### config.mk
export PLATFORM = sky130hd
export DESIGN_NAME = dcp_pulse_top
export DESIGN_NICKNAME = d
export VERILOG_FILES = /design/src/rtl/dcp_pkg.sv /design/src/rtl/dcp_timer.sv /design/src/rtl/dcp_ctrl.sv /design/src/rtl/dcp_datapath.sv /design/src/rtl/dcp_pulse_top.sv
export SDC_FILE = /design/constraint.sdc
export NUM_CORES = 1
export LEC_CHECK = 0
export BUFFER_PORTS_ARGS = -buffer_cell sky130_fd_sc_hd__buf_2
export CORE_AREA = 4 4 95 97
export CTS_CLUSTER_SIZE = 8
export DETAILED_ROUTE_END_ITERATION = 6
export DIE_AREA = 0 0 99 101
export PLACE_DENSITY = 0.7
export SYNTH_ARGS = -nofsm -noshare
export SYNTH_HDL_FRONTEND = slang
export SYNTH_SLANG_ARGS = --single-unit
### constraint.sdc
create_clock -name clk -period 2.4 [get_ports clk]
set_input_delay 0.12 -clock clk [delete_from_list [all_inputs] [get_ports clk]]
set_output_delay 0.12 -clock clk [all_outputs]
set_load 0.03 [all_outputs]
### src/rtl/dcp_pkg.sv
package dcp_pkg;

  localparam int NUM_TMR = 2;
  localparam int CTRL_W  = 4;

  localparam logic [2:0] MODE_ONESHOT = 3'b100;
  localparam logic [2:0] MODE_REPEAT  = 3'b101;

  typedef enum logic [1:0] {
    ST_IDLE = 2'd0,
    ST_RISE = 2'd1,
    ST_FALL = 2'd2,
    ST_DONE = 2'd3
  } pulse_state_e;

  // Control-to-datapath strobes
  typedef struct packed {
    logic drvHigh;
    logic drvLow;
    logic setFlag;
    logic tmrSel;
  } dcp_strobe_t;

endpackage

### src/rtl/dcp_timer.sv
module dcp_timer #(
  parameter int CNT_W = 16
) (
  input  logic             clk,
  input  logic             rstN,
  input  logic             en,
  input  logic [CNT_W-1:0] period,
  output logic [CNT_W-1:0] count
);

  logic atPeriod;

  assign atPeriod = (count == period);

  always_ff @(posedge clk or negedge rstN) begin
    if (!rstN) begin
      count <= '0;
    end else if (en) begin
      if (atPeriod) count <= '0;
      else          count <= count + 1'b1;
    end
  end

endmodule

### src/rtl/dcp_ctrl.sv
module dcp_ctrl
  import dcp_pkg::*;
(
  input  logic              clk,
  input  logic              rstN,
  input  logic              ctrlWe,
  input  logic [CTRL_W-1:0] ctrlWdata,
  input  logic              priHit,
  input  logic              secHit,
  output dcp_strobe_t       stb
);

  pulse_state_e state, stateNxt;
  logic [2:0]   modeReg;
  logic         selReg;
  logic         wrPulseMode;
  logic         hiNxt, loNxt, flagNxt;

  assign wrPulseMode = (ctrlWdata[2:0] == MODE_ONESHOT) ||
                       (ctrlWdata[2:0] == MODE_REPEAT);

  always_ff @(posedge clk or negedge rstN) begin
    if (!rstN) begin
      state   <= ST_IDLE;
      modeReg <= 3'b000;
      selReg  <= 1'b0;
    end else begin
      state <= stateNxt;
      if (ctrlWe) begin
        modeReg <= ctrlWdata[2:0];
        selReg  <= ctrlWdata[3];
      end
    end
  end

  always_comb begin
    stateNxt = state;
    hiNxt    = 1'b0;
    loNxt    = 1'b0;
    flagNxt  = 1'b0;
    if (ctrlWe) begin
      // a control write always parks the pin low; matches this cycle are dropped
      loNxt    = 1'b1;
      stateNxt = wrPulseMode ? ST_RISE : ST_IDLE;
    end else begin
      unique case (state)
        ST_RISE: begin
          if (priHit) begin
            hiNxt    = 1'b1;
            stateNxt = ST_FALL;
          end
        end
        ST_FALL: begin
          if (secHit) begin
            loNxt    = 1'b1;
            flagNxt  = 1'b1;
            stateNxt = (modeReg == MODE_REPEAT) ? ST_RISE : ST_DONE;
          end
        end
        default: stateNxt = state;
      endcase
    end
  end

  always_comb begin
    stb.drvHigh = hiNxt;
    stb.drvLow  = loNxt;
    stb.setFlag = flagNxt;
    stb.tmrSel  = selReg;
  end

endmodule

### src/rtl/dcp_datapath.sv
module dcp_datapath
  import dcp_pkg::*;
#(
  parameter int CNT_W = 16
) (
  input  logic                            clk,
  input  logic                            rstN,
  input  dcp_strobe_t                     stb,
  input  logic [NUM_TMR-1:0][CNT_W-1:0]   tmrCount,
  input  logic [NUM_TMR-1:0]              tmrEn,
  input  logic [CNT_W-1:0]                priCmp,
  input  logic [CNT_W-1:0]                secCmp,
  input  logic                            flagClr,
  input  logic                            irqEn,
  output logic                            priHit,
  output logic                            secHit,
  output logic                            pulseOut,
  output logic                            irqFlag,
  output logic                            irqOut
);

  logic [CNT_W-1:0] selCount;
  logic             selEn;

  assign selCount = tmrCount[stb.tmrSel];
  assign selEn    = tmrEn[stb.tmrSel];
  assign priHit   = selEn && (selCount == priCmp);
  assign secHit   = selEn && (selCount == secCmp);

  always_ff @(posedge clk or negedge rstN) begin
    if (!rstN) begin
      pulseOut <= 1'b0;
    end else if (stb.drvLow) begin
      pulseOut <= 1'b0;
    end else if (stb.drvHigh) begin
      pulseOut <= 1'b1;
    end
  end

  always_ff @(posedge clk or negedge rstN) begin
    if (!rstN) begin
      irqFlag <= 1'b0;
    end else if (stb.setFlag) begin
      irqFlag <= 1'b1;
    end else if (flagClr) begin
      irqFlag <= 1'b0;
    end
  end

  assign irqOut = irqFlag & irqEn;

endmodule

### src/rtl/dcp_pulse_top.sv
module dcp_pulse_top
  import dcp_pkg::*;
#(
  parameter int CNT_W = 16
) (
  input  logic                          clk,
  input  logic                          rstN,
  input  logic                          ctrlWe,
  input  logic [CTRL_W-1:0]             ctrlWdata,
  input  logic [CNT_W-1:0]              priCmp,
  input  logic [CNT_W-1:0]              secCmp,
  input  logic [NUM_TMR-1:0]            tmrEn,
  input  logic [NUM_TMR-1:0][CNT_W-1:0] tmrPeriod,
  input  logic                          flagClr,
  input  logic                          irqEn,
  output logic                          pulseOut,
  output logic                          irqFlag,
  output logic                          irqOut,
  output logic [NUM_TMR-1:0][CNT_W-1:0] tmrCount
);

  dcp_strobe_t stb;
  logic        priHit, secHit;

  for (genvar t = 0; t < NUM_TMR; t++) begin : g_tmr
    dcp_timer #(.CNT_W(CNT_W)) u_tmr (
      .clk    (clk),
      .rstN   (rstN),
      .en     (tmrEn[t]),
      .period (tmrPeriod[t]),
      .count  (tmrCount[t])
    );
  end

  dcp_ctrl u_ctrl (
    .clk       (clk),
    .rstN      (rstN),
    .ctrlWe    (ctrlWe),
    .ctrlWdata (ctrlWdata),
    .priHit    (priHit),
    .secHit    (secHit),
    .stb       (stb)
  );

  dcp_datapath #(.CNT_W(CNT_W)) u_dp (
    .clk      (clk),
    .rstN     (rstN),
    .stb      (stb),
    .tmrCount (tmrCount),
    .tmrEn    (tmrEn),
    .priCmp   (priCmp),
    .secCmp   (secCmp),
    .flagClr  (flagClr),
    .irqEn    (irqEn),
    .priHit   (priHit),
    .secHit   (secHit),
    .pulseOut (pulseOut),
    .irqFlag  (irqFlag),
    .irqOut   (irqOut)
  );

endmodule

==> flow_metrics.py, run 1 <==
metrics = {
    "drt": {
        "ant_nets": 0,
        "wire_per_inst_um": 16.5,
        "drt_wl_total_mm": 8.42,
        "via_per_inst": 4.94,
        "vias": 2521,
        "drc": 0,
        "drtPass1Iterations": 6,
        "drt-initial-drc-count": 96,
    },
    "synthesis": {
        "synth_edf_count": 0,
        "synth-seq-cells": 40,
        "yosysSeqAreaShare_pct": 35.4,
        "yosysTopAreaCellShare_pct": 35.4,
        "synth.area.top_cells": "dfrtp_1 (35%), xnor2_1 (19%), xor2_1 (8.4%)",
        "synthCells": 294,
        "ys_warn_count": 0,
        "synth_ff_type": "dfrtp_1",
        "synthesis.area_um2": 2830,
        "synth_common_cells": "xnor2_1 (62), dfrtp_1 (40), nor2_1 (31)",
        "syn_avg_cell_area_um2": 9.62,
        "yosys.area.top_type": "dfrtp_1",
        "ys_async_sr_fraction_pct": 100,
        "synth.distinct_cells": 37,
        "synth_fp_nets": 371,
        "yosysMostFrequentCell": "xnor2_1",
    },
    "grt": {
        "grt_max_degree": 41,
        "grt_pass1_vias": 2468,
        "grt-ovfl-total": 0,
        "grt_pass1_wl_mm": 12.9,
        "grt_antenna_before_repair": 0,
        "grt.total_usage_pct": 16.5,
    },
    "sta": {
        "setup_violations": 0,
        "rsz0062_at_grt": "false",
        "finalMaxSlewViolations": 0,
        "fin_crit_sh_pct": 89.5,
        "fin_skew_ns": 0.0121,
        "worst_pin_slew_ns": 0.911,
        "max_freq_mhz": 466,
        "fin_crit_ns": 2.15,
        "finalSetupTns_ns": 0,
        "fin_hold_ws_ns": 0.0580,
        "hold_viol_final": 0,
        "relSlewSlack_pct": 39.3,
    },
    "clocking": {
        "clk_pin_slew_worst_paths_ns": 0.08,
        "cts_buffer_depth": 2,
        "clk_latency_ns": 0.30,
        "cts-root-buf": "clkbuf_8",
        "htree_num_levels": 2,
        "tritoncts": "built",
        "numClockSinks": 40,
        "post_cts_buffers": 0,
        "numCtsBuffers": 5,
    },
    "hold_path": {
        "hold_path.class": "in2reg",
    },
    "setup_path": {
        "arrival_ns": 2.33,
        "cp.required_ns": 2.58,
        "crit_type": "reg2reg",
        "cp_max_fo": 18,
        "endpoint_kind": "register",
        "worst_setup_path_start_kind": "register",
    },
    "placement": {
        "place_inst": 501,
        "io_buffers": 109,
        "gp_congestion": 0.946,
        "place_hpwl_mm": 6.85,
    },
    "die": {
        "die_area_um2": 10000,
        "std_cell_rows": 33,
        "io_pins": 110,
        "core_um2": 8130,
        "die_h_um": 101,
        "initial_core_util_pct": 34.8,
        "die_w_um": 99,
    },
    "pwr": {
        "p_sw_mw": 0.974,
        "pwr-share-clk_pct": 22.5,
        "p_per_area_nw_per_um2": 675,
        "p_sw_share_pct": 40.1,
        "peakVddDrop_v": 0.000314,
        "intPower_mw": 1.46,
        "leakagePower_nw": 1.68,
        "pwr-share-comb_pct": 36.1,
        "seq_power_share_pct": 41.4,
    },
    "finish": {
        "nNetsFinal": 481,
        "area_growth_pct": 27.3,
        "final_cells": 510,
        "fillers": 787,
        "drive_gt1_share_pct": 33.1,
        "num_antenna_cells": 0,
        "final_core_util_pct": 44.3,
    },
    "run_status": {
        "outcome": "complete, no violations",
    },
    "job": {
        "cap_viol_max_count": 0,
    },
}
area by class of cell:
type	instances	area, µm²	area share [%]
Inverter	5	18.8	0.521
Multi-Input combinational cell	239	1750	48.6
Timing Repair Buffer	113	591	16.4
Tap cell	105	131	3.65
Clock buffer	6	72.6	2.02
Clock inverter	2	35.0	0.973
Sequential cell	40	1000	27.8
power groups by stage:
stage / clock network (mW) / logic (mW) / registers (mW)
detailed placement: 0 / 0.883 / 1.02
global route: 0.581 / 0.960 / 1.03
finish: 0.548 / 0.877 / 1.01
CTS: 0.556 / 0.888 / 1.00
global placement: 0 / 0.864 / 1.01
floorplan: 0 / 0.481 / 1.09
layout by cell type, fill, tap and decap left out, types with 7 or more instances in the layout:
cell type	count
buf_2	109
dfrtp_1	40
mux2i_1	12
nand2_1	19
nand2b_1	7
nand3_1	14
nand4_1	13
nor2_1	31
xnor2_1	62
xor2_1	27
path summary, 6_finish.rpt:
| kind | end | slack [ns] | from | cells past startpoint |
|---|---|---|---|---|
| setup / recovery | u_ctrl.state[1]$_DFFE_PN0P_ | 0.25 | u_ctrl.selReg$_DFFE_PN0P_ | 8 |
| hold / removal | u_ctrl.modeReg[0]$_DFFE_PN0P_ | 0.06 | ctrlWdata[0] | 2 |
| setup reg to reg | u_ctrl.state[1]$_DFFE_PN0P_ | 0.25 | u_ctrl.selReg$_DFFE_PN0P_ | 8 |
| hold reg to reg | u_dp.pulseOut$_DFFE_PN0P_ | 0.50 | u_dp.pulseOut$_DFFE_PN0P_ | 1 |
| max in group asynchronous | g_tmr[1].u_tmr.count[13]$_DFFE_PN0P_ | 1.32 | rstN | 2 |
| min in group asynchronous | g_tmr[1].u_tmr.count[2]$_DFFE_PN0P_ | 0.49 | rstN | 2 |
state kept, by name (all words and copies together), names as in the netlist:
| signal | cells |
|---|---|
| u_ctrl.modeReg | 3 |
| u_ctrl.state | 2 |
| u_dp.irqFlag | 1 |
| u_ctrl.selReg | 1 |
| u_dp.pulseOut | 1 |
| g_tmr.u_tmr.count | 32 |
cells by family after synthesis:
group	after synthesis	share of synthesized area [%]
AO/OA/AOI/OAI	16	3.98
adder cells (fa/ha/maj)	2	0.885
XOR/XNOR	89	27.6
multiplexers	22	8.76
flip-flops	40	35.4
AND/OR/NAND/NOR	110	20.8
buffers and inverters	15	2.65
per-layer routing:
layer / GRT usage [%] / part of all wire [%]
met5: 0 / 0
met4: 2.73 / 0.56
met3: 4.15 / 8.1
met2: 27.6 / 47
met1: 22.1 / 45
timing repair:
item,CTS,global route
gates resized for setup,0,0
hold buffers,1,0
endpoints found under the hold margin,32,0
per-stage QoR:
stage / power (mW) / setup slack (ns) / area [µm²]
after global routing: 2.57 / 0.0723 / 3600
after global placement: 1.88 / 0.385 / 3480
after CTS: 2.45 / 0.253 / 3600
final: 2.43 / 0.253 / 3600
after floorplan: 1.57 / 0.364 / 2830
after detailed placement: 1.90 / 0.269 / 3480
worst max-delay path, stage by stage (launching register included):
cell	delay [ns]
dfrtp_1	0.40
buf_12	0.20
mux2i_2	0.30
xnor2_1	0.09
nor4_1	0.31
nand2_1	0.14
nor4_4	0.34
o21ai_1	0.12
o311a_1	0.13
Note: power is estimated with default switching activity, not from simulation.
==> run 2, diff against run 1 <==
--- a/config.mk
+++ b/config.mk
@@ -10,6 +10,7 @@
 export CTS_CLUSTER_SIZE = 8
 export DETAILED_ROUTE_END_ITERATION = 6
 export DIE_AREA = 0 0 99 101
+export MAX_ROUTING_LAYER = met4
 export PLACE_DENSITY = 0.7
 export SYNTH_ARGS = -nofsm -noshare
 export SYNTH_HDL_FRONTEND = slang
==> flow_metrics.py, run 2 (same netlist as run 1, synthesis figures left out) <==
metrics = {
    "run_status": {
        "outcome": "complete, no violations",
    },
    "die": {
        "core_um2": 8130,
        "die_w_um": 99,
        "initial_core_util_pct": 34.8,
        "die_h_um": 101,
        "std_cell_rows": 33,
        "io_pins": 110,
        "die_area_um2": 10000,
    },
    "setup_path": {
        "r2r-end": "u_ctrl.state[1]$_DFFE_PN0P_",
        "crit-reg2reg-launch": "u_ctrl.selReg$_DFFE_PN0P_",
        "worst_setup_path_start_kind": "register",
        "endpoint": "u_ctrl.state[1]$_DFFE_PN0P_",
        "crit_type": "reg2reg",
        "cp_max_fo": 18,
        "startpoint": "u_ctrl.selReg$_DFFE_PN0P_",
        "cp.required_ns": 2.58,
        "endpoint_kind": "register",
        "arrival_ns": 2.33,
        "rr_worst_depth": 8,
        "r2r_slack_ns": 0.25,
    },
    "drt": {
        "drt_wl_total_mm": 8.39,
        "drtPass1Iterations": 4,
        "vias": 2543,
        "drt-initial-drc-count": 88,
        "drc": 0,
        "via_per_inst": 4.99,
        "wire_per_inst_um": 16.5,
        "ant_nets": 0,
    },
    "clocking": {
        "cts-root-buf": "clkbuf_8",
        "tritoncts": "built",
        "numClockSinks": 40,
        "htree_num_levels": 2,
        "numCtsBuffers": 5,
        "cts_buffer_depth": 2,
        "clk_pin_slew_worst_paths_ns": 0.08,
        "clk_latency_ns": 0.29,
    },
    "sta": {
        "hold_viol_final": 0,
        "rsz0062_at_grt": "false",
        "fin_crit_sh_pct": 89.5,
        "fin_crit_ns": 2.15,
        "worst_pin_slew_ns": 0.907,
        "max_freq_mhz": 465,
        "fin_skew_ns": 0.0114,
        "finalSetupTns_ns": 0,
        "setup_violations": 0,
        "relSlewSlack_pct": 39.5,
        "finalMaxSlewViolations": 0,
        "fin_ws_ns": 0.252,
    },
    "placement": {
        "place_hpwl_mm": 6.85,
        "place_inst": 501,
        "io_buffers": 109,
        "dp_slack_ns": 0.269,
        "gp_congestion": 0.963,
    },
    "finish": {
        "num_antenna_cells": 0,
        "area_growth_pct": 27.3,
        "final_cells": 510,
        "largest_reg_flops": 32,
        "nNetsFinal": 481,
        "largestRegisters": "g_tmr.u_tmr.count: 32 flops, u_ctrl.modeReg: 3 flops, u_ctrl.state: 2 flops",
        "largest-register": "g_tmr.u_tmr.count",
        "drive_gt1_share_pct": 33.1,
        "mostFrequentLayoutCells": "buf_2 (109), xnor2_1 (62), dfrtp_1 (40), nor2_1 (31), xor2_1 (27)",
        "mostFrequentLayoutCell": "buf_2",
    },
    "pwr": {
        "pwr-share-clk_pct": 22.6,
        "p_sw_share_pct": 40.0,
        "p_sw_mw": 0.970,
        "leakagePower_nw": 1.68,
        "peakVddDrop_v": 0.000309,
        "intPower_mw": 1.46,
        "p_per_area_nw_per_um2": 674,
        "p_total_mw": 2.43,
        "seq_power_share_pct": 41.3,
        "pwr-share-comb_pct": 36.1,
    },
    "grt": {
        "grt_max_degree": 41,
        "grt-ovfl-total": 0,
        "grt_pass1_vias": 2474,
        "grt_pass1_wl_mm": 12.9,
        "grt.total_usage_pct": 17.0,
        "grt_antenna_before_repair": 0,
    },
    "job": {
        "cap_viol_max_count": 0,
    },
    "hold_path": {
        "hold_path.class": "in2reg",
    },
}
==> run 2: cell counts in the layout (fill, tap and decap cells not counted) <==
Identical to the previous run, type by type.
==> run 2: routing by layer <==
metal	track usage, %	vias to the layer above	part of all wire (%)
met5	-	-	0
met4	2.73	0	0.35
met3	3.53	4	7.8
met2	27.5	105	47
met1	22.6	1208	44
li1	-	1226	-
==> run 2: power by group through the flow <==
stage                     combinational [mW]  sequential [mW]  clock (mW)
final                                  0.877             1.00       0.548
after global routing                   0.959             1.03       0.581
after CTS                              0.888             1.00       0.556
after detailed placement               0.883             1.02           0
after global placement                 0.864             1.01           0
after floorplan                        0.481             1.09           0
==> run 2: cell type report <==
class	count	area [µm²]
fillers	787	4530
multi-input cells	239	1750
flip-flops and latches	40	1000
repair buffers	113	591
well taps	105	131
clock buffers	6	72.6
clock inverters	2	35.0
inverters	5	18.8
==> run 2: worst min path at each step <==
stage,from,to,slack (ns),cells after the start
finish,ctrlWdata[0],u_ctrl.modeReg[0]$_DFFE_PN0P_,0.06,2
global route,ctrlWdata[0],u_ctrl.modeReg[0]$_DFFE_PN0P_,0.06,2
CTS,ctrlWdata[0],u_ctrl.modeReg[0]$_DFFE_PN0P_,0.06,2
detailed placement,rstN,u_dp.irqFlag$_DFFE_PN0P_,0.31,1
global placement,rstN,u_dp.irqFlag$_DFFE_PN0P_,0.30,1
floorplan,rstN,g_tmr[0].u_tmr.count[0]$_DFFE_PN0P_,-0.18,0
==> run 2: repair_timing <==
| action | CTS | global route |
|---|---|---|
| buffers inserted | 0 | 0 |
| hold buffers | 1 | 0 |
| gates resized for setup | 0 | 0 |
| endpoints found under the hold margin | 32 | 0 |
==> run 2: per-stage QoR <==
stage	area (µm²)	utilization (%)	hold slack, ns
2_1_floorplan	2830	-	-0.176
3_3_place_gp	3480	42.8	0.297
3_5_place_dp	3480	42.8	0.311
4_1_cts	3600	44.3	0.0568
5_1_grt	3600	44.3	0.0583
6_report	3600	44.3	0.0581
==> run 2: critical path, stage by stage (launching register included) <==
cell	delay, ns
dfrtp_1	0.40
buf_12	0.20
mux2i_2	0.30
xnor2_1	0.09
nor4_1	0.31
nand2_1	0.14
nor4_4	0.34
o21ai_1	0.12
o311a_1	0.13
